## src/rtl/vof_pkg.sv

```systemverilog
package vof_pkg;

    localparam int VOF_PIX_W = 24;

    typedef enum logic [1:0] {
        FMT_UYVY   = 2'd0,
        FMT_RGB565 = 2'd1,
        FMT_RGB444 = 2'd2,
        FMT_RGB332 = 2'd3
    } vof_fmt_e;

    typedef enum logic [2:0] {
        S_IDLE   = 3'd0,
        S_HBLANK = 3'd1,
        S_SAV    = 3'd2,
        S_ACTIVE = 3'd3,
        S_EAV    = 3'd4,
        S_STREAM = 3'd5
    } vof_state_e;

endpackage

```

## src/rtl/vof_packer.sv

```systemverilog
module vof_packer
    import vof_pkg::*;
(
    input  vof_fmt_e               fmt,
    input  logic                   swap,
    input  logic [VOF_PIX_W-1:0]   pix,
    output logic [7:0]             first_b,
    output logic [7:0]             second_b,
    output logic                   two_bytes
);
    logic [7:0]  red, grn, blu;
    logic [15:0] word;
    logic        unused_low_red;

    assign red = pix[23:16];
    assign grn = pix[15:8];
    assign blu = pix[7:0];
    // low red bits feed no format
    assign unused_low_red = ^red[2:0];

    always_comb begin
        word      = 16'h0000;
        first_b   = 8'h00;
        second_b  = 8'h00;
        two_bytes = 1'b1;
        unique case (fmt)
            FMT_UYVY: begin
                first_b  = grn;
                second_b = blu;
            end
            FMT_RGB565, FMT_RGB444: begin
                if (fmt == FMT_RGB565)
                    word = {red[7:3], grn[7:2], blu[7:3]};
                else
                    word = {4'h0, red[7:4], grn[7:4], blu[7:4]};
                first_b  = swap ? word[15:8] : word[7:0];
                second_b = swap ? word[7:0]  : word[15:8];
            end
            FMT_RGB332: begin
                first_b   = {red[7:5], grn[7:5], blu[7:6]};
                two_bytes = 1'b0;
            end
            default: ;
        endcase
    end
endmodule

```

## src/rtl/vof_code_gen.sv

```systemverilog
module vof_code_gen #(
    parameter logic FIELD = 1'b0
) (
    input  logic [1:0] idx,
    input  logic       vbit,
    input  logic       hbit,
    output logic [7:0] code
);
    logic [7:0] xy;

    assign xy = {1'b1, FIELD, vbit, hbit,
                 vbit ^ hbit, FIELD ^ hbit, FIELD ^ vbit, FIELD ^ vbit ^ hbit};

    always_comb begin
        unique case (idx)
            2'd0:    code = 8'hFF;
            2'd1:    code = 8'h00;
            2'd2:    code = 8'h00;
            default: code = xy;
        endcase
    end
endmodule

```

## src/rtl/vof_seq.sv

```systemverilog
module vof_seq
    import vof_pkg::*;
#(
    parameter int         CNT_W      = 12,
    parameter logic [7:0] BLANK_BYTE = 8'h10
) (
    input  logic              clk,
    input  logic              rst_n,
    input  logic [1:0]        cfg_fmt,
    input  logic              cfg_swap,
    input  logic              cfg_embed,
    input  logic              cfg_stream,
    input  logic [CNT_W-1:0]  cfg_hblank,
    input  logic [CNT_W-1:0]  cfg_vblank,
    input  logic [CNT_W-1:0]  cfg_pix,
    input  logic [CNT_W-1:0]  cfg_lines,
    input  logic              pix_valid,
    input  logic              pix_last,
    input  logic [7:0]        stream_byte,
    input  logic [7:0]        pk_first,
    input  logic [7:0]        pk_second,
    input  logic              pk_two,
    input  logic [7:0]        code_byte,
    output vof_fmt_e          fmt_q,
    output logic              swap_q,
    output logic [1:0]        code_idx,
    output logic              code_v,
    output logic              code_h,
    output logic              pix_ready,
    output logic [7:0]        vid_data,
    output logic              vid_en,
    output logic              vid_hs,
    output logic              vid_vs
);
    localparam int LN_W = CNT_W + 1;

    vof_state_e        state, state_n;
    logic              embed_q;
    logic [CNT_W-1:0]  hblank_q, vblank_q, pix_q, lines_q;
    logic [CNT_W-1:0]  cnt, pix_cnt;
    logic [LN_W-1:0]   line_cnt;
    logic              phase;
    logic [7:0]        hold;

    logic              accept, pix_done, last_pix, hb_done, code_done;
    logic              vblank_line, last_line, line_end;
    logic [7:0]        nx_data;
    logic              nx_en, nx_hs, nx_vs;

    // ---------------- event decode ----------------
    assign pix_ready   = (state == S_ACTIVE && !phase) || state == S_STREAM ||
                         (state == S_IDLE && cfg_stream);
    assign accept      = pix_ready && pix_valid;
    assign pix_done    = (state == S_ACTIVE) && (phase || (accept && !pk_two));
    assign last_pix    = pix_done && (pix_cnt == pix_q - 1'b1);
    assign hb_done     = (state == S_HBLANK) &&
                         ((LN_W'(cnt) + LN_W'(1)) >= LN_W'(hblank_q));
    assign code_done   = (code_idx == 2'd3);
    assign vblank_line = line_cnt < LN_W'(vblank_q);
    assign last_line   = line_cnt == (LN_W'(vblank_q) + LN_W'(lines_q) - LN_W'(1));
    assign line_end    = embed_q ? (state == S_EAV && code_done)
                                 : ((hb_done && vblank_line) || last_pix);
    assign code_v      = vblank_line;
    assign code_h      = (state == S_EAV);

    // ---------------- next state ----------------
    always_comb begin
        state_n = state;
        unique case (state)
            S_IDLE: begin
                if (!cfg_stream)                   state_n = S_HBLANK;
                else if (accept && !pix_last)      state_n = S_STREAM;
            end
            S_HBLANK: begin
                if (hb_done) begin
                    if (embed_q)                   state_n = S_SAV;
                    else if (!vblank_line)         state_n = S_ACTIVE;
                    else if (last_line)            state_n = S_IDLE;
                end
            end
            S_SAV: begin
                if (code_done)                     state_n = vblank_line ? S_EAV : S_ACTIVE;
            end
            S_ACTIVE: begin
                if (last_pix) begin
                    if (embed_q)                   state_n = S_EAV;
                    else if (last_line)            state_n = S_IDLE;
                    else                           state_n = S_HBLANK;
                end
            end
            S_EAV: begin
                if (code_done)                     state_n = last_line ? S_IDLE : S_HBLANK;
            end
            S_STREAM: begin
                if (accept && pix_last)            state_n = S_IDLE;
            end
            default:                               state_n = S_IDLE;
        endcase
    end

    // ---------------- state register and counters ----------------
    always_ff @(posedge clk) begin
        if (!rst_n) begin
            state    <= S_IDLE;
            fmt_q    <= FMT_UYVY;
            swap_q   <= 1'b0;
            embed_q  <= 1'b0;
            hblank_q <= '0;
            vblank_q <= '0;
            pix_q    <= '0;
            lines_q  <= '0;
            cnt      <= '0;
            pix_cnt  <= '0;
            line_cnt <= '0;
            code_idx <= 2'd0;
            phase    <= 1'b0;
            hold     <= 8'h00;
        end else begin
            state <= state_n;
            if (state == S_IDLE) begin
                fmt_q    <= vof_fmt_e'(cfg_fmt);
                swap_q   <= cfg_swap;
                embed_q  <= cfg_embed;
                hblank_q <= cfg_hblank;
                vblank_q <= cfg_vblank;
                pix_q    <= cfg_pix;
                lines_q  <= cfg_lines;
                pix_cnt  <= '0;
                line_cnt <= '0;
                phase    <= 1'b0;
            end
            if (line_end || state_n != state)
                cnt <= '0;
            else if (state == S_HBLANK)
                cnt <= cnt + 1'b1;
            if (state == S_SAV || state == S_EAV)
                code_idx <= code_idx + 2'd1;
            if (state == S_ACTIVE) begin
                if (phase)
                    phase <= 1'b0;
                else if (accept && pk_two) begin
                    phase <= 1'b1;
                    hold  <= pk_second;
                end
                if (pix_done)
                    pix_cnt <= last_pix ? '0 : pix_cnt + 1'b1;
            end
            if (line_end && state != S_IDLE)
                line_cnt <= last_line ? '0 : line_cnt + 1'b1;
        end
    end

    // ---------------- output decode ----------------
    always_comb begin
        nx_data = BLANK_BYTE;
        nx_en   = 1'b0;
        nx_hs   = 1'b0;
        nx_vs   = 1'b0;
        unique case (state)
            S_IDLE: begin
                if (cfg_stream && accept) begin
                    nx_data = stream_byte;
                    nx_en   = 1'b1;
                    nx_hs   = 1'b1;
                    nx_vs   = 1'b1;
                end
            end
            S_HBLANK: begin
                nx_vs = !embed_q && !vblank_line;
            end
            S_SAV, S_EAV: begin
                nx_data = code_byte;
                nx_en   = 1'b1;
            end
            S_ACTIVE: begin
                nx_hs = !embed_q;
                nx_vs = !embed_q;
                if (phase) begin
                    nx_data = hold;
                    nx_en   = 1'b1;
                end else if (accept) begin
                    nx_data = pk_first;
                    nx_en   = 1'b1;
                end
            end
            S_STREAM: begin
                nx_hs = 1'b1;
                nx_vs = 1'b1;
                if (accept) begin
                    nx_data = stream_byte;
                    nx_en   = 1'b1;
                end
            end
            default: ;
        endcase
    end

    always_ff @(posedge clk) begin
        if (!rst_n) begin
            vid_data <= BLANK_BYTE;
            vid_en   <= 1'b0;
            vid_hs   <= 1'b0;
            vid_vs   <= 1'b0;
        end else begin
            vid_data <= nx_data;
            vid_en   <= nx_en;
            vid_hs   <= nx_hs;
            vid_vs   <= nx_vs;
        end
    end

    // ---------------- assertions ----------------

    stream_sync_chk: assert property (@(posedge clk) disable iff (!rst_n)
        state == S_STREAM |-> (vid_hs && vid_vs));


    hs_within_vs_chk: assert property (@(posedge clk) disable iff (!rst_n)
        vid_hs |-> vid_vs);


    embed_quiet_chk: assert property (@(posedge clk) disable iff (!rst_n)
        (embed_q && (state == S_SAV || state == S_ACTIVE || state == S_EAV))
        |-> (!vid_hs && !vid_vs));


    single_byte_chk: assert property (@(posedge clk) disable iff (!rst_n)
        (state == S_ACTIVE && fmt_q == FMT_RGB332) |-> !phase);


    pix_bound_chk: assert property (@(posedge clk) disable iff (!rst_n)
        state == S_ACTIVE |-> (pix_cnt < pix_q));


    code_qualified_chk: assert property (@(posedge clk) disable iff (!rst_n)
        state == S_SAV |=> vid_en);

endmodule

```

## src/rtl/vid_byte_port.sv

```systemverilog
module vid_byte_port
    import vof_pkg::*;
#(
    parameter int         CNT_W      = 12,
    parameter logic [7:0] BLANK_BYTE = 8'h10
) (
    input  logic                  clk,
    input  logic                  rst_n,
    input  logic [1:0]            cfg_fmt,
    input  logic                  cfg_swap,
    input  logic                  cfg_embed,
    input  logic                  cfg_stream,
    input  logic [CNT_W-1:0]      cfg_hblank,
    input  logic [CNT_W-1:0]      cfg_vblank,
    input  logic [CNT_W-1:0]      cfg_pix,
    input  logic [CNT_W-1:0]      cfg_lines,
    input  logic                  pix_valid,
    input  logic                  pix_last,
    input  logic [VOF_PIX_W-1:0]  pix_data,
    output logic                  pix_ready,
    output logic [7:0]            vid_data,
    output logic                  vid_en,
    output logic                  vid_hs,
    output logic                  vid_vs
);
    vof_fmt_e   fmt_q;
    logic       swap_q;
    logic [7:0] pk_first, pk_second, code_byte;
    logic       pk_two;
    logic [1:0] code_idx;
    logic       code_v, code_h;

    vof_packer u_pack (
        .fmt       (fmt_q),
        .swap      (swap_q),
        .pix       (pix_data),
        .first_b   (pk_first),
        .second_b  (pk_second),
        .two_bytes (pk_two)
    );

    vof_code_gen #(.FIELD(1'b0)) u_code (
        .idx  (code_idx),
        .vbit (code_v),
        .hbit (code_h),
        .code (code_byte)
    );

    vof_seq #(.CNT_W(CNT_W), .BLANK_BYTE(BLANK_BYTE)) u_seq (
        .clk         (clk),
        .rst_n       (rst_n),
        .cfg_fmt     (cfg_fmt),
        .cfg_swap    (cfg_swap),
        .cfg_embed   (cfg_embed),
        .cfg_stream  (cfg_stream),
        .cfg_hblank  (cfg_hblank),
        .cfg_vblank  (cfg_vblank),
        .cfg_pix     (cfg_pix),
        .cfg_lines   (cfg_lines),
        .pix_valid   (pix_valid),
        .pix_last    (pix_last),
        .stream_byte (pix_data[7:0]),
        .pk_first    (pk_first),
        .pk_second   (pk_second),
        .pk_two      (pk_two),
        .code_byte   (code_byte),
        .fmt_q       (fmt_q),
        .swap_q      (swap_q),
        .code_idx    (code_idx),
        .code_v      (code_v),
        .code_h      (code_h),
        .pix_ready   (pix_ready),
        .vid_data    (vid_data),
        .vid_en      (vid_en),
        .vid_hs      (vid_hs),
        .vid_vs      (vid_vs)
    );
endmodule

```

## config.mk

```make
export PLATFORM = sky130hd
export DESIGN_NAME = vid_byte_port
export DESIGN_NICKNAME = d
export VERILOG_FILES = /design/src/rtl/vof_pkg.sv /design/src/rtl/vof_packer.sv /design/src/rtl/vof_code_gen.sv /design/src/rtl/vof_seq.sv /design/src/rtl/vid_byte_port.sv
export SDC_FILE = /design/constraint.sdc
export NUM_CORES = 1
export LEC_CHECK = 0
export BUFFER_PORTS_ARGS = -buffer_cell sky130_fd_sc_hd__buf_2
export CORE_MARGIN = 3
export CORE_UTILIZATION = 55
export CTS_CLUSTER_DIAMETER = 200
export DETAILED_ROUTE_END_ITERATION = 12
export GPL_ROUTABILITY_DRIVEN = 0
export PLACE_DENSITY = 0.73
export SLEW_MARGIN = 5
export SYNTH_ARGS = -nofsm -noshare
export SYNTH_HDL_FRONTEND = slang
export SYNTH_HIERARCHICAL = 1
export SYNTH_SLANG_ARGS = --single-unit
```

## constraint.sdc

```tcl
create_clock -name clk -period 3.94 [get_ports clk]
set_clock_uncertainty 0.1 [all_clocks]
set_input_delay 0.788 -clock clk [delete_from_list [all_inputs] [get_ports clk]]
set_output_delay 0.788 -clock clk [all_outputs]
set_load 0.02 [all_outputs]
```

* Word level (Yosys, flattened, before mapping) *
Index checks and enable logic that the tools add are counted.

word-level totals
  bits of input ports = 81
  output and inout bits = 12
  register bits after elaboration = 114

cells by class
  mux-type cells = 44
  magnitude comparators = 2
  reductions and logical operators = 35
  bitwise operators = 3
  eq/ne operators = 14
  add/sub/neg operators = 8

operator list
  operator               count
  $mux 12                4
  $mux 8                 6
  $mux 13                3
  $mux 3                 12
  $pmux 8 s2             2
  $pmux 8 s4             1
  $add 12x1->12 const B  2
  $pmux 8 s3             1
  $pmux 3 s6             1
  $mux 16                1
  $logic_and 1x1->1      15
  $add 12x1->13 const B  1
  $add 12x12->13         1
  $add 13x1->13 const B  1
  $eq 13x13->1           1
  $ge 13x12->1           1
  $lt 13x12->1           1
  $sub 13x1->13 const B  1
  $eq 12x12->1           1
  $sub 12x1->12 const B  1
  $mux 1                 10
  $eq 2x2->1 const B     4
  $pmux 1 s4             2
  $reduce_or 2->1        4
  other kinds (16)       29

* Logic depth before layout (Yosys ltp) *
Gate-level depths: netlist of the first run.

  depth after elaboration = 14
  gate-level depth with buffers = 17
  depth with buffers taken out = 15

* Cells and area by module *
Netlist of the first run, hierarchy kept.

by module, submodules not included
  module        sequential area each (sq um)  times used  area an instance (sq um)  cells each
  vof_seq       2282.2                        1           7134.3                    909
  vof_packer    0.0                           1           710.7                     105
  vof_code_gen  0.0                           1           103.8                     16

* Worst setup path after synthesis of the first run *
OpenSTA, ideal clock, no wires.

  path kind = input port to flip-flop
  from = in pix_valid
  to = reg u_seq.line_cnt[6]
  setup slack = 290 ps
  library setup time = 74 ps
  path buffers = 2
  data arrival time = 3476 ps
  cell stages on the path = 10
  cells stage by stage = buf_2 > nor2b_1 > o21ai_2 > or4_1 > or4_4 > a2111oi_4 > o31ai_2 > buf_2 > or4b_1 > o21ai_0

between the ends
  word-level cells in the longest chain between the ends = 9
  elaborated cells on any way between the ends = 10
  classes of those cells = mux: 2; reduce/logical: 8

RTL lines
  item                                          RTL line             text
  start: declaration                            vid_byte_port.sv:17  input logic pix_valid,
  $logic_and 1x1->1 (*)                         vof_seq.sv:53        assign accept = pix_ready && pix_valid;
  $logic_and 1x1->1 (*)                         vof_seq.sv:54        assign pix_done = (state == S_ACTIVE) && (phase || (accept && !pk_two));
  $logic_or 1x1->1 (*)                          vof_seq.sv:54
  $logic_and 1x1->1 (*)                         vof_seq.sv:54
  $logic_and 1x1->1 (*)                         vof_seq.sv:55        assign last_pix = pix_done && (pix_cnt == pix_q - 1'b1);
  $logic_or 1x1->1 (*)                          vof_seq.sv:62        : ((hb_done && vblank_line) || last_pix);
  $mux 1 (*)                                    vof_seq.sv:61        assign line_end = embed_q ? (state == S_EAV && code_done)
  $logic_and 1x1->1 (*)                         vof_seq.sv:148       if (line_end && state != S_IDLE)
  $mux 13 or $reduce_bool 2->1 (tied branches)  -
  end signal: assignment                        vof_seq.sv:149       line_cnt <= last_line ? '0 : line_cnt + 1'b1;
  end: declaration                              vof_seq.sv:41        logic [LN_W-1:0] line_cnt;

Mark *: on every way between the ends. The rest lies on a longest branch, timed or not.
A chain may end at the register's enable or synchronous reset.

* Worst setup path in the final report of the first run *
  from = reg u_seq.cnt[1]
  to = reg u_seq.line_cnt[1]

between the ends
  word-level cells in the longest chain between the ends = 8
  elaborated cells on any way between the ends = 9
  classes of those cells = add/sub: 1; order compare: 1; mux: 2; reduce/logical: 5

RTL lines
  item                                          RTL line        text
  start: declaration                            vof_seq.sv:40   logic [CNT_W-1:0] cnt, pix_cnt;
  start signal: assignment                      vof_seq.sv:135  cnt <= cnt + 1'b1;
  $add 12x1->13 (*)                             vof_seq.sv:57   ((LN_W'(cnt) + LN_W'(1)) >= LN_W'(hblank_q));
  $ge 13x12->1 (*)                              vof_seq.sv:57
  $logic_and 1x1->1 (*)                         vof_seq.sv:56   assign hb_done = (state == S_HBLANK) &&
  $logic_and 1x1->1 (*)                         vof_seq.sv:62
  $logic_or 1x1->1 (*)                          vof_seq.sv:62
  $mux 1 (*)                                    vof_seq.sv:61
  $logic_and 1x1->1 (*)                         vof_seq.sv:148
  $mux 13 or $reduce_bool 2->1 (tied branches)  -

Marked as above.

==> run metrics, run 1 <==
DP Worst Slack=0.113 ns; post-synthesis sequential area ratio=28.7%; Leak Pwr=3.97 nW; initial antenna violation count=0; worst setup margin=0.259 ns; clock latency on the worst-skew pair=0.42 ns; GR Overflow Total=0; status=finished clean; count of cell types in the netlist=71; met2 wire len=9.29 mm; Yosys warning total=6; Hold Crit Class=register to register; # diodes=0; syn nets=1170; core area=0.0140 sq mm; setup violators final=0; placed cell count=1262; WS Path Type=register to register; TritonCTS buffer count=17; relative slew slack=33.3%; Max Clk Rate=0.272 GHz; Main synth FF type=dfxtp_1; Yosys reg bits=114; max layer used=met4; IO buf count=89; WL/cell=15.2 um; Startpoint Class=register; maximum buffer depth of the clock tree=2; Pre-antenna DRT Iters=8; count of pins over their slew limit=0; setup_tns=0 ns; Worst Setup End Kind=register; max-cap violation count=0; Finished Layout Cells=1293; DRT antenna net count=0; Syn-to-layout area delta=15.4%; DR iter-0 viols=546; nets=1241; unrepaired setup endpoints after global routing=no; DRC viols=0; PD cells=466 mW/mm^2; Post-synth EDFFs=0; pin count of the biggest net entering global routing=61; Row Count=43; vias after detailed routing=7387; CTS tree=yes; syn avg cell area=7.72 sq um; cells after synthesis=1030; ys async rst share=0%; share of post-route cells with drive strength above 1=15.2%; htree depth=4; starting density of the core=56.8%; WL met3=1.05 mm; final wirelength=19.7 mm; via-per-instance ratio=5.71; Period Utilization, post-route=93.4%; CTS Sinks=114; Critical Path RT=4.15 ns; Die H=126 um; Mapped Area=0.00795 sq mm; CTS Root Buffer Type=clkbuf_16; min Tclk post-route=3.68 ns; vias in the first global route=6805; Worst Tran Pin Value=1.00 ns; maximum VDD drop=0.000366 V; routed metal-1 wire length=9.01 mm; CP arrival=3.89 ns; first-pass GRT wire length=32.3 mm; Final Hold Vio Count=0; die area=0.0159 sq mm; I/O pins=93; worst-path fanout max=8; Worst-path clk slew=0.06 ns; dpl hpwl=13.9 mm; width of the die=126 um; gr usage total=24.4%
## power breakdown
part	internal [mW]	switching (mW)	total, mW
Sequential	1.24	0.0729	1.31
Combinational	0.565	0.844	1.41
Clock	1.01	0.541	1.55
Total	2.81	1.46	4.27
## cell type report
cell class	instances	area [sq um]
clock buffer	23	498
clock inverter	8	101
fill	1252	4810
inverter	86	323
multi-input combinational	773	5150
sequential	114	2280
tap	180	225
timing repair buffer	109	596
## what timing repair did
item / CTS / global route
gates resized for setup: 0 / 12
hold buffers: 0 / 0
buffers inserted: 0 / 0
hold endpoints to repair: 0 / 0
setup endpoints to repair: 0 / 25
## cell usage after synthesis, types with 9 or more instances
| library cell | number | share of area, % |
|---|---|---|
| a21boi_0 | 65 | 6.1 |
| a21o_1 | 11 | 1.0 |
| a21oi_1 | 36 | 2.3 |
| a22o_1 | 11 | 1.2 |
| a2bb2oi_1 | 9 | 0.99 |
| and2_1 | 16 | 1.3 |
| and3_1 | 24 | 1.9 |
| buf_2 | 9 | 0.57 |
| clkbuf_1 | 43 | 2.0 |
| dfxtp_1 | 114 | 29 |
| ha_1 | 58 | 9.1 |
| inv_1 | 86 | 4.1 |
| mux2i_1 | 11 | 1.4 |
| nand2_1 | 187 | 8.8 |
| nand3_1 | 30 | 1.9 |
| nor2_1 | 55 | 2.6 |
| nor2b_1 | 16 | 1.3 |
| nor3_1 | 24 | 1.5 |
| o211ai_1 | 13 | 1.2 |
| o21ai_0 | 22 | 1.4 |
| xnor2_1 | 34 | 3.7 |
| xor2_1 | 18 | 2.0 |
## sequential cells by signal (all words and copies together) (netlist names)
register        flops
u_seq/vblank_q     12
u_seq/pix_q        12
u_seq/state         3
u_seq/cnt          12
u_seq/fmt_q         2
u_seq/pix_cnt      12
u_seq/vid_data      8
u_seq/swap_q        1
u_seq/vid_vs        1
u_seq/lines_q      12
u_seq/code_idx      2
u_seq/hblank_q     12
u_seq/hold          8
u_seq/phase         1
u_seq/vid_hs        1
u_seq/embed_q       1
u_seq/vid_en        1
u_seq/line_cnt     13
## routing by layer
layer,track usage [%],vias to the layer above
met4,8.33,0
li1,-,3742
met1,31.4,3405
met5,0,-
met2,40.6,217
met3,5.39,23
## critical path, stage by stage, from the launching register on
cell and delay (ns):
dfxtp_1 0.37, ha_2 0.23, nand4_1 0.17, nor2_2 0.15, nand3_1 0.15, nor2_1 0.17, xor2_1 0.19, ha_1 0.28
a21o_1 0.19, a211oi_2 0.29, a31oi_1 0.15, nor2b_4 0.15, o31ai_4 0.33, buf_4 0.22, buf_4 0.16, nor2_1 0.06
a32o_1 0.20
## placed cells by master (no fill, tap or decap), types with 13 or more instances in the layout
master     synthesis  final
buf_2              9     89
buf_4              3     20
dfxtp_1          114    113
ha_1              58     57
a21oi_1           36     36
xnor2_1           34     34
a21boi_0          65     65
clkbuf_16          0     17
and2_1            16     16
o21ai_0           22     22
inv_1             86     86
xor2_1            18     18
nor3_1            24     23
nand2_1          187    187
nor2_1            55     52
and3_1            24     24
nor2b_1           16     15
o211ai_1          13     13
nand3_1           30     29
## cells by family (layout without fill, tap and decap cells)
logic type	count (synthesis)	after routing	share of synthesized area, %
and+or+nand+nor	401	401	23.7
AOI/OAI and AO/OA	246	246	23.0
buffers and inverters	143	226	7.22
DFF	114	114	28.7
adders and majority gates	59	59	9.38
xor gates and xnor gates	52	52	5.73
muxes	15	15	2.28
## metrics by stage
| stage | hold WS [ns] | power, mW | util (%) | area [sq um] |
|---|---|---|---|---|
| floorplan | 0.343 | 2.37 | - | 7950 |
| global placement | 0.352 | 2.67 | 60.9 | 8520 |
| detailed placement | 0.359 | 2.70 | 60.9 | 8520 |
| CTS | 0.366 | 4.27 | 65.2 | 9120 |
| global route | 0.388 | 4.52 | 65.6 | 9170 |
| finish | 0.364 | 4.27 | 65.6 | 9170 |
## worst paths after layout
check | from | to | slack [ns] | cells after the start
worst max-delay path | u_seq/cnt[1] | u_seq/line_cnt[1] | 0.26 | 16
worst min-delay path | u_seq/hblank_q[1] | u_seq/hblank_q[1] | 0.36 | 2
worst max register to register | u_seq/cnt[1] | u_seq/line_cnt[1] | 0.26 | 16
worst min register to register | u_seq/hblank_q[1] | u_seq/hblank_q[1] | 0.36 | 2
Power figures use the tool's default switching activity.
==> run 2, diff against run 1 <==
Settings changed: SYNTH_HIERARCHICAL 1 to not set.
==> run 2 against run 1 <==
Effect of this change:
- sequential power about the same
- hold slack worse by 0.00055 ns
- via count fell by 5.9%
- largest cell class unchanged
- core utilization up 0.062 points
- flip-flop and latch count did not move
- highest routed layer is now met5
- global-route usage down 0.97 points
- maximum frequency decreased by 0.51%
==> run metrics, run 2 <==
R2R Path End=u_seq.line_cnt[6]; Post-synth EDFFs=0 (unchanged); DRT antenna net count=0 (unchanged); GR Overflow Total=0 (unchanged); first-pass GRT wire length=29.0 mm (-10%); Worst R2R Start=u_seq.cnt[2]; worst r2r path cells=17 (+1); DRC viols=0 (unchanged); PD cells=453 mW/mm^2 (-2.6%); Yosys reg bits=114 (unchanged); CP arrival=3.95 ns (+0.06 ns); Worst-path clk slew=0.06 ns (about the same); main area contributors after synthesis=dfxtp_1 (30%), ha_1 (9.3%), nand2_1 (8.1%); list of most frequent post-synthesis cells=nand2_1 (165), dfxtp_1 (114), inv_1 (77); WS Path Type=register to register; Final Power=4.00 mW (-6.3%); clock latency on the worst-skew pair=0.41 ns (about the same); M2 GR Usage=39.2% (-1.4 points); Finished Layout Cells=1236 (-4.4%); met1 Usage GRT=29.8% (-1.6 points); syn nets=1116 (-4.6%); Final Hold Vio Count=0 (unchanged); htree depth=4 (unchanged); Startpoint Class=register; GR Layer Usage met3=5.63% (+0.25 points); relative slew slack=32.5% (-0.74 points); initial antenna violation count=1 (+1); hold depth=2 (unchanged); I/O pins=93 (unchanged); starting density of the core=57.1% (+0.24 points); Mapped Area=0.00768 sq mm (-3.4%); CP cell instances=nand3_1 > nor2_2 > and3_1 > and3_2 > nand3_1 > xnor2_1 > ha_1 > nand3_1 > nor3_1 > o2111ai_1 > a31oi_1 > nor2b_1 > o31ai_2 > buf_4 > nor3b_1 > buf_4 > a221o_1; hold endpoint=u_seq.lines_q[9]; WL/cell=14.3 um (-5.8%); cell taking the most area after synthesis=dfxtp_1; setup violators final=0 (unchanged); via-per-instance ratio=5.62 (-1.6%); DP Worst Slack=0.169 ns (+0.0561 ns); count of pins over their slew limit=0 (unchanged); Biggest register=u_seq.line_cnt; Worst Setup End Kind=register; Critical Path RT=4.20 ns (+0.05 ns); Period Utilization, post-route=93.9% (+0.48 points); Max stage delay on crit path=0.40 ns (+0.03 ns); Row Count=42 (-2.3%); Max Clk Rate=0.270 GHz (-0.51%); post-synthesis sequential area ratio=29.7% (+1.0 points); CTS tree=yes; commonest cells after routing, fill and taps aside=nand2_1 (165), dfxtp_1 (114), buf_2 (89); CTS Sinks=114 (unchanged); IO buf count=89 (unchanged); Die H=124 um (-1.6%); count of cell types in the netlist=60 (-15%); worst-path fanout max=12 (+4); Hold Crit Class=register to register; DR iter-0 viols=385 (-29%); dpl hpwl=13.0 mm (-6.5%); slowest stage cell, crit path=dfxtp_1; # diodes=0 (unchanged); maximum VDD drop=0.000475 V (+30%); cells after synthesis=977 (-5.1%); pin count of the biggest net entering global routing=91 (+49%); Worst Tran Pin Value=1.01 ns (+0.00670 ns); hold buffers post-CTS=0 (unchanged); Yosys warning total=0 (-6); most common cell after layout, fill and taps aside=nand2_1; GRT Max-Usage Layer=met2; gr usage total=23.5% (-0.97 points); core area=0.0135 sq mm (-3.8%); share of post-route cells with drive strength above 1=14.3% (-0.84 points); maximum buffer depth of the clock tree=2 (unchanged); reg-to-reg slack, setup=0.24 ns (-0.02 ns); Syn-to-layout area delta=15.0%; vias after detailed routing=6950 (-5.9%); Main synth FF type=dfxtp_1; final wirelength=17.7 mm (-10%); vias in the first global route=6253 (-8.1%); Leak Pwr=3.73 nW (-6.1%); max reg flops=13 (unchanged); Worst Hold Launch=u_seq.lines_q[9]; syn avg cell area=7.86 sq um (+1.8%); Pre-antenna DRT Iters=5 (-3); die area=0.0154 sq mm (-3.3%); ys async rst share=0% (unchanged); width of the die=124 um (-1.6%); status=finished clean; post-synth top area share=29.7% (+1.0 points); TritonCTS buffer count=17 (unchanged); worst setup margin=0.240 ns (-0.0189 ns); Top cell by count, worst path=nand3_1; CTS Root Buffer Type=clkbuf_16; max-cap violation count=0 (unchanged); min Tclk post-route=3.70 ns (+0.0189 ns); most common cell in the netlist=nand2_1; placed cell count=1204 (-4.6%); nets=1187 (-4.4%)
run 2: routing by layer:
layer	share of wire (%)	vias to the layer above
met3	4.9	31
met5	0.073	-
met1	44	3203
met2	49	162
li1	-	3552
met4	2.1	2
run 2: stage by stage:
step / TNS (ns) / area, sq um / util [%] / hold slack [ns]
3_5_place_dp: 0 / 8230 / 61.2 / 0.359
4_1_cts: 0 / 8820 / 65.6 / 0.367
5_1_grt: -0.141 / 8830 / 65.6 / 0.381
2_1_floorplan: 0 / 7680 / - / 0.343
3_3_place_gp: 0 / 8230 / 61.2 / 0.354
6_report: 0 / 8830 / 65.6 / 0.364
run 2: area by class of cell:
class	count	area, sq um
Clock buffer	20	447
Clock inverter	11	138
Fill cell	1215	4620
Inverter	77	289
Multi-Input combinational cell	738	4930
Sequential cell	114	2280
Tap cell	176	220
Timing Repair Buffer	100	528
run 2: worst max-delay path by stage:
stage | from | end | slack (ns) | depth (start not counted)
2_1_floorplan | u_seq.lines_q[1] | u_seq.line_cnt[6] | 0.55 | 15
3_5_place_dp | u_seq.cnt[2] | u_seq.line_cnt[5] | 0.17 | 15
4_1_cts | u_seq.cnt[2] | u_seq.line_cnt[6] | 0.15 | 15
5_1_grt | u_seq.cnt[0] | u_seq.line_cnt[5] | -0.03 | 17
3_3_place_gp | u_seq.cnt[0] | u_seq.line_cnt[2] | 0.23 | 15
6_report | u_seq.cnt[2] | u_seq.line_cnt[6] | 0.24 | 17
run 2: critical path: cells and delay by family (launching register included):
| kind | cells | cell delay, ns |
|---|---|---|
| flops | 1 | 0.40 |
| compound gates | 4 | 0.65 |
| fa+ha+maj | 1 | 0.29 |
| xor+xnor | 1 | 0.14 |
| simple gates | 9 | 1.66 |
| buf+inv | 2 | 0.39 |
run 2: logic make-up (layout without fill, tap and decap cells):
group | count (synthesis) | count (layout) | synth area share [%]
buffers and inverters | 125 | 208 | 6.27
XOR/XNOR | 64 | 64 | 7.30
AO/OA/AOI/OAI | 231 | 231 | 20.9
multiplexers | 16 | 16 | 3.41
AND/OR/NAND/NOR | 369 | 369 | 22.8
adder cells (fa/ha/maj) | 58 | 58 | 9.55
flip-flops | 114 | 114 | 29.7
run 2: report_power, final:
group	leakage [nW]	internal [mW]	switching [mW]
clock	0.281	0.999	0.526
combinational	2.52	0.490	0.688
sequential	0.931	1.23	0.0680
run 2: what timing repair did:
action	in CTS	in global routing
buffers inserted	0	1
endpoints found under the setup margin	0	12
resized for setup	0	3
==> run 3, diff against run 2 <==
Settings changed: BUFFER_PORTS_ARGS -buffer_cell sky130_fd_sc_hd__buf_2 to not set, DONT_BUFFER_PORTS set to 1, PLACE_DENSITY 0.73 to 0.67.
==> run 3 against run 2 <==
Effect of this change:
- total power rose by 0.71%
- highest routed layer is now met4
- sequential share of layout area is 1.2 points higher
- first-iteration DRC count rose by 69%
- sequential power about the same
==> run metrics, run 3 (synthesis results as in run 2) <==
status=finished clean; Leak Pwr=3.38 nW (-9.4%); CTS Root Buffer Type=clkbuf_16; width of the die=124 um (unchanged); htree depth=4 (unchanged); hold buffers post-CTS=0 (unchanged); Row Count=42 (unchanged); setup violators final=0 (unchanged); DRC viols=0 (unchanged); Die H=124 um (unchanged); Worst Tran Pin Value=1.08 ns (+0.0685 ns); buffers inserted by post-CTS timing repair=0 (unchanged); Period Utilization, post-route=94.0% (about the same); min Tclk post-route=3.70 ns (+0.00249 ns); max reg flops=13 (unchanged); I/O pins=93 (unchanged); Post-CTS Resized=0 (unchanged); setup_tns=0 ns (unchanged); Final Hold Vio Count=0 (unchanged); maximum buffer depth of the clock tree=2 (unchanged); DRT antenna net count=0 (unchanged); core area=0.0135 sq mm (unchanged); IO buf count=0 (-100%); via-per-instance ratio=5.89 (+4.7%); unrepaired setup endpoints after global routing=no; number of fillers in the final layout=1203 (-0.99%); Worst Setup End Kind=register; CTS tree=yes; Hold Crit Class=register to register; worst-path fanout max=8 (-4); initial antenna violation count=0 (-1); vias in the first global route=6491 (+3.8%); maximum VDD drop=0.000297 V (-37%); commonest cells after routing, fill and taps aside=nand2_1 (165), dfxtp_1 (114), inv_1 (77); clock latency on the worst-skew pair=0.43 ns (+0.02 ns); Biggest register=u_seq.line_cnt; CTS Sinks=114 (unchanged); first-pass GRT wire length=30.1 mm (+3.6%); Critical Path RT=4.21 ns (about the same); vias after detailed routing=6739 (-3.0%); CP arrival=3.97 ns (+0.02 ns); TritonCTS buffer count=17 (unchanged); PD cells=478 mW/mm^2 (+5.4%); final wirelength=18.0 mm (+1.7%); relative slew slack=28.3% (-4.3 points); Worst-path clk slew=0.05 ns (about the same); most common cell after layout, fill and taps aside=nand2_1; # diodes=0 (unchanged); Pre-antenna DRT Iters=5 (unchanged); pin count of the biggest net entering global routing=93 (+2.2%); starting density of the core=57.1% (unchanged); GR Overflow Total=0 (unchanged); count of pins over their slew limit=0 (unchanged); nets=1096 (-7.7%); Max Clk Rate=0.270 GHz (about the same); Syn-to-layout area delta=9.88%; die area=0.0154 sq mm (unchanged); final hold slack=0.360 ns (-0.00363 ns); Startpoint Class=register; DR iter-0 viols=650 (+69%); share of post-route cells with drive strength above 1=6.81% (-7.5 points); WS Path Type=register to register; WL/cell=15.7 um (+9.8%); max-cap violation count=0 (unchanged); gr usage total=24.3% (+0.82 points); dpl hpwl=13.1 mm (+1.1%)
==> run 3: changes by cell type in the layout (fill, tap and decap cells not counted), sizes merged <==
cell,delta
buf,-91
clkbuf,+2
clkinv,-1
clkinvlp,-1
==> run 3: final cells by class <==
cell class                      count  area, sq um  area share, %
Timing Repair Buffer                9         67.6          0.801
Clock buffer                       22          484           5.74
Tap cell                          176          220           2.61
Clock inverter                      9          129           1.53
Inverter                           77          289           3.43
Sequential cell                   114         2280           27.1
Multi-Input combinational cell    738         4960           58.8
==> run 3: power breakdown <==
group	total (mW)	leakage, nW	internal (mW)	switching, mW
Clock	1.60	0.298	1.05	0.549
Combinational	1.12	2.15	0.459	0.657
Sequential	1.31	0.931	1.23	0.0804
Total	4.03	3.38	2.75	1.29
==> run 3: path summary, 6_finish.rpt <==
| check | from | end | slack (ns) | cells after the start |
|---|---|---|---|---|
| setup reg to reg | u_seq.cnt[2] | u_seq.line_cnt[9] | 0.24 | 17 |
| hold reg to reg | u_seq.hblank_q[6] | u_seq.hblank_q[6] | 0.36 | 2 |
| setup / recovery | u_seq.cnt[2] | u_seq.line_cnt[9] | 0.24 | 17 |
| hold / removal | u_seq.hblank_q[6] | u_seq.hblank_q[6] | 0.36 | 2 |
==> run 3: critical path, cell delays in order, from the launching register on <==
cell	delay (ns)
dfxtp_1	0.40
nand3_1	0.16
nor2_1	0.18
and3_1	0.23
and3_2	0.24
nand3_1	0.10
xnor2_1	0.14
ha_1	0.29
nand3_1	0.11
nor3_2	0.18
o2111ai_2	0.16
a31oi_2	0.26
nor2b_4	0.20
o31ai_4	0.09
buf_4	0.19
nor3b_1	0.25
buf_4	0.21
a221o_1	0.14
==> run 3: per-stage QoR <==
step	instances	setup WS, ns	area [sq um]	power (mW)	util [%]
2_1_floorplan	977	0.547	7680	2.22	-
3_3_place_gp	1114	0.186	7780	2.39	57.8
3_5_place_dp	1114	0.0983	7780	2.43	57.8
4_1_cts	1145	0.0766	8390	4.05	62.4
5_1_grt	1145	0.00860	8440	4.25	62.7
6_report	1145	0.238	8440	4.03	62.7
==> run 3: layer usage <==
| layer | GRT usage [%] | routed length [um] | vias up |
|---|---|---|---|
| li1 | - | - | 3367 |
| met4 | 8.21 | 279 | 0 |
| met1 | 31.3 | 8020 | 3165 |
| met2 | 39.7 | 8630 | 184 |
| met5 | 0 | 0 | - |
| met3 | 6.22 | 1070 | 23 |
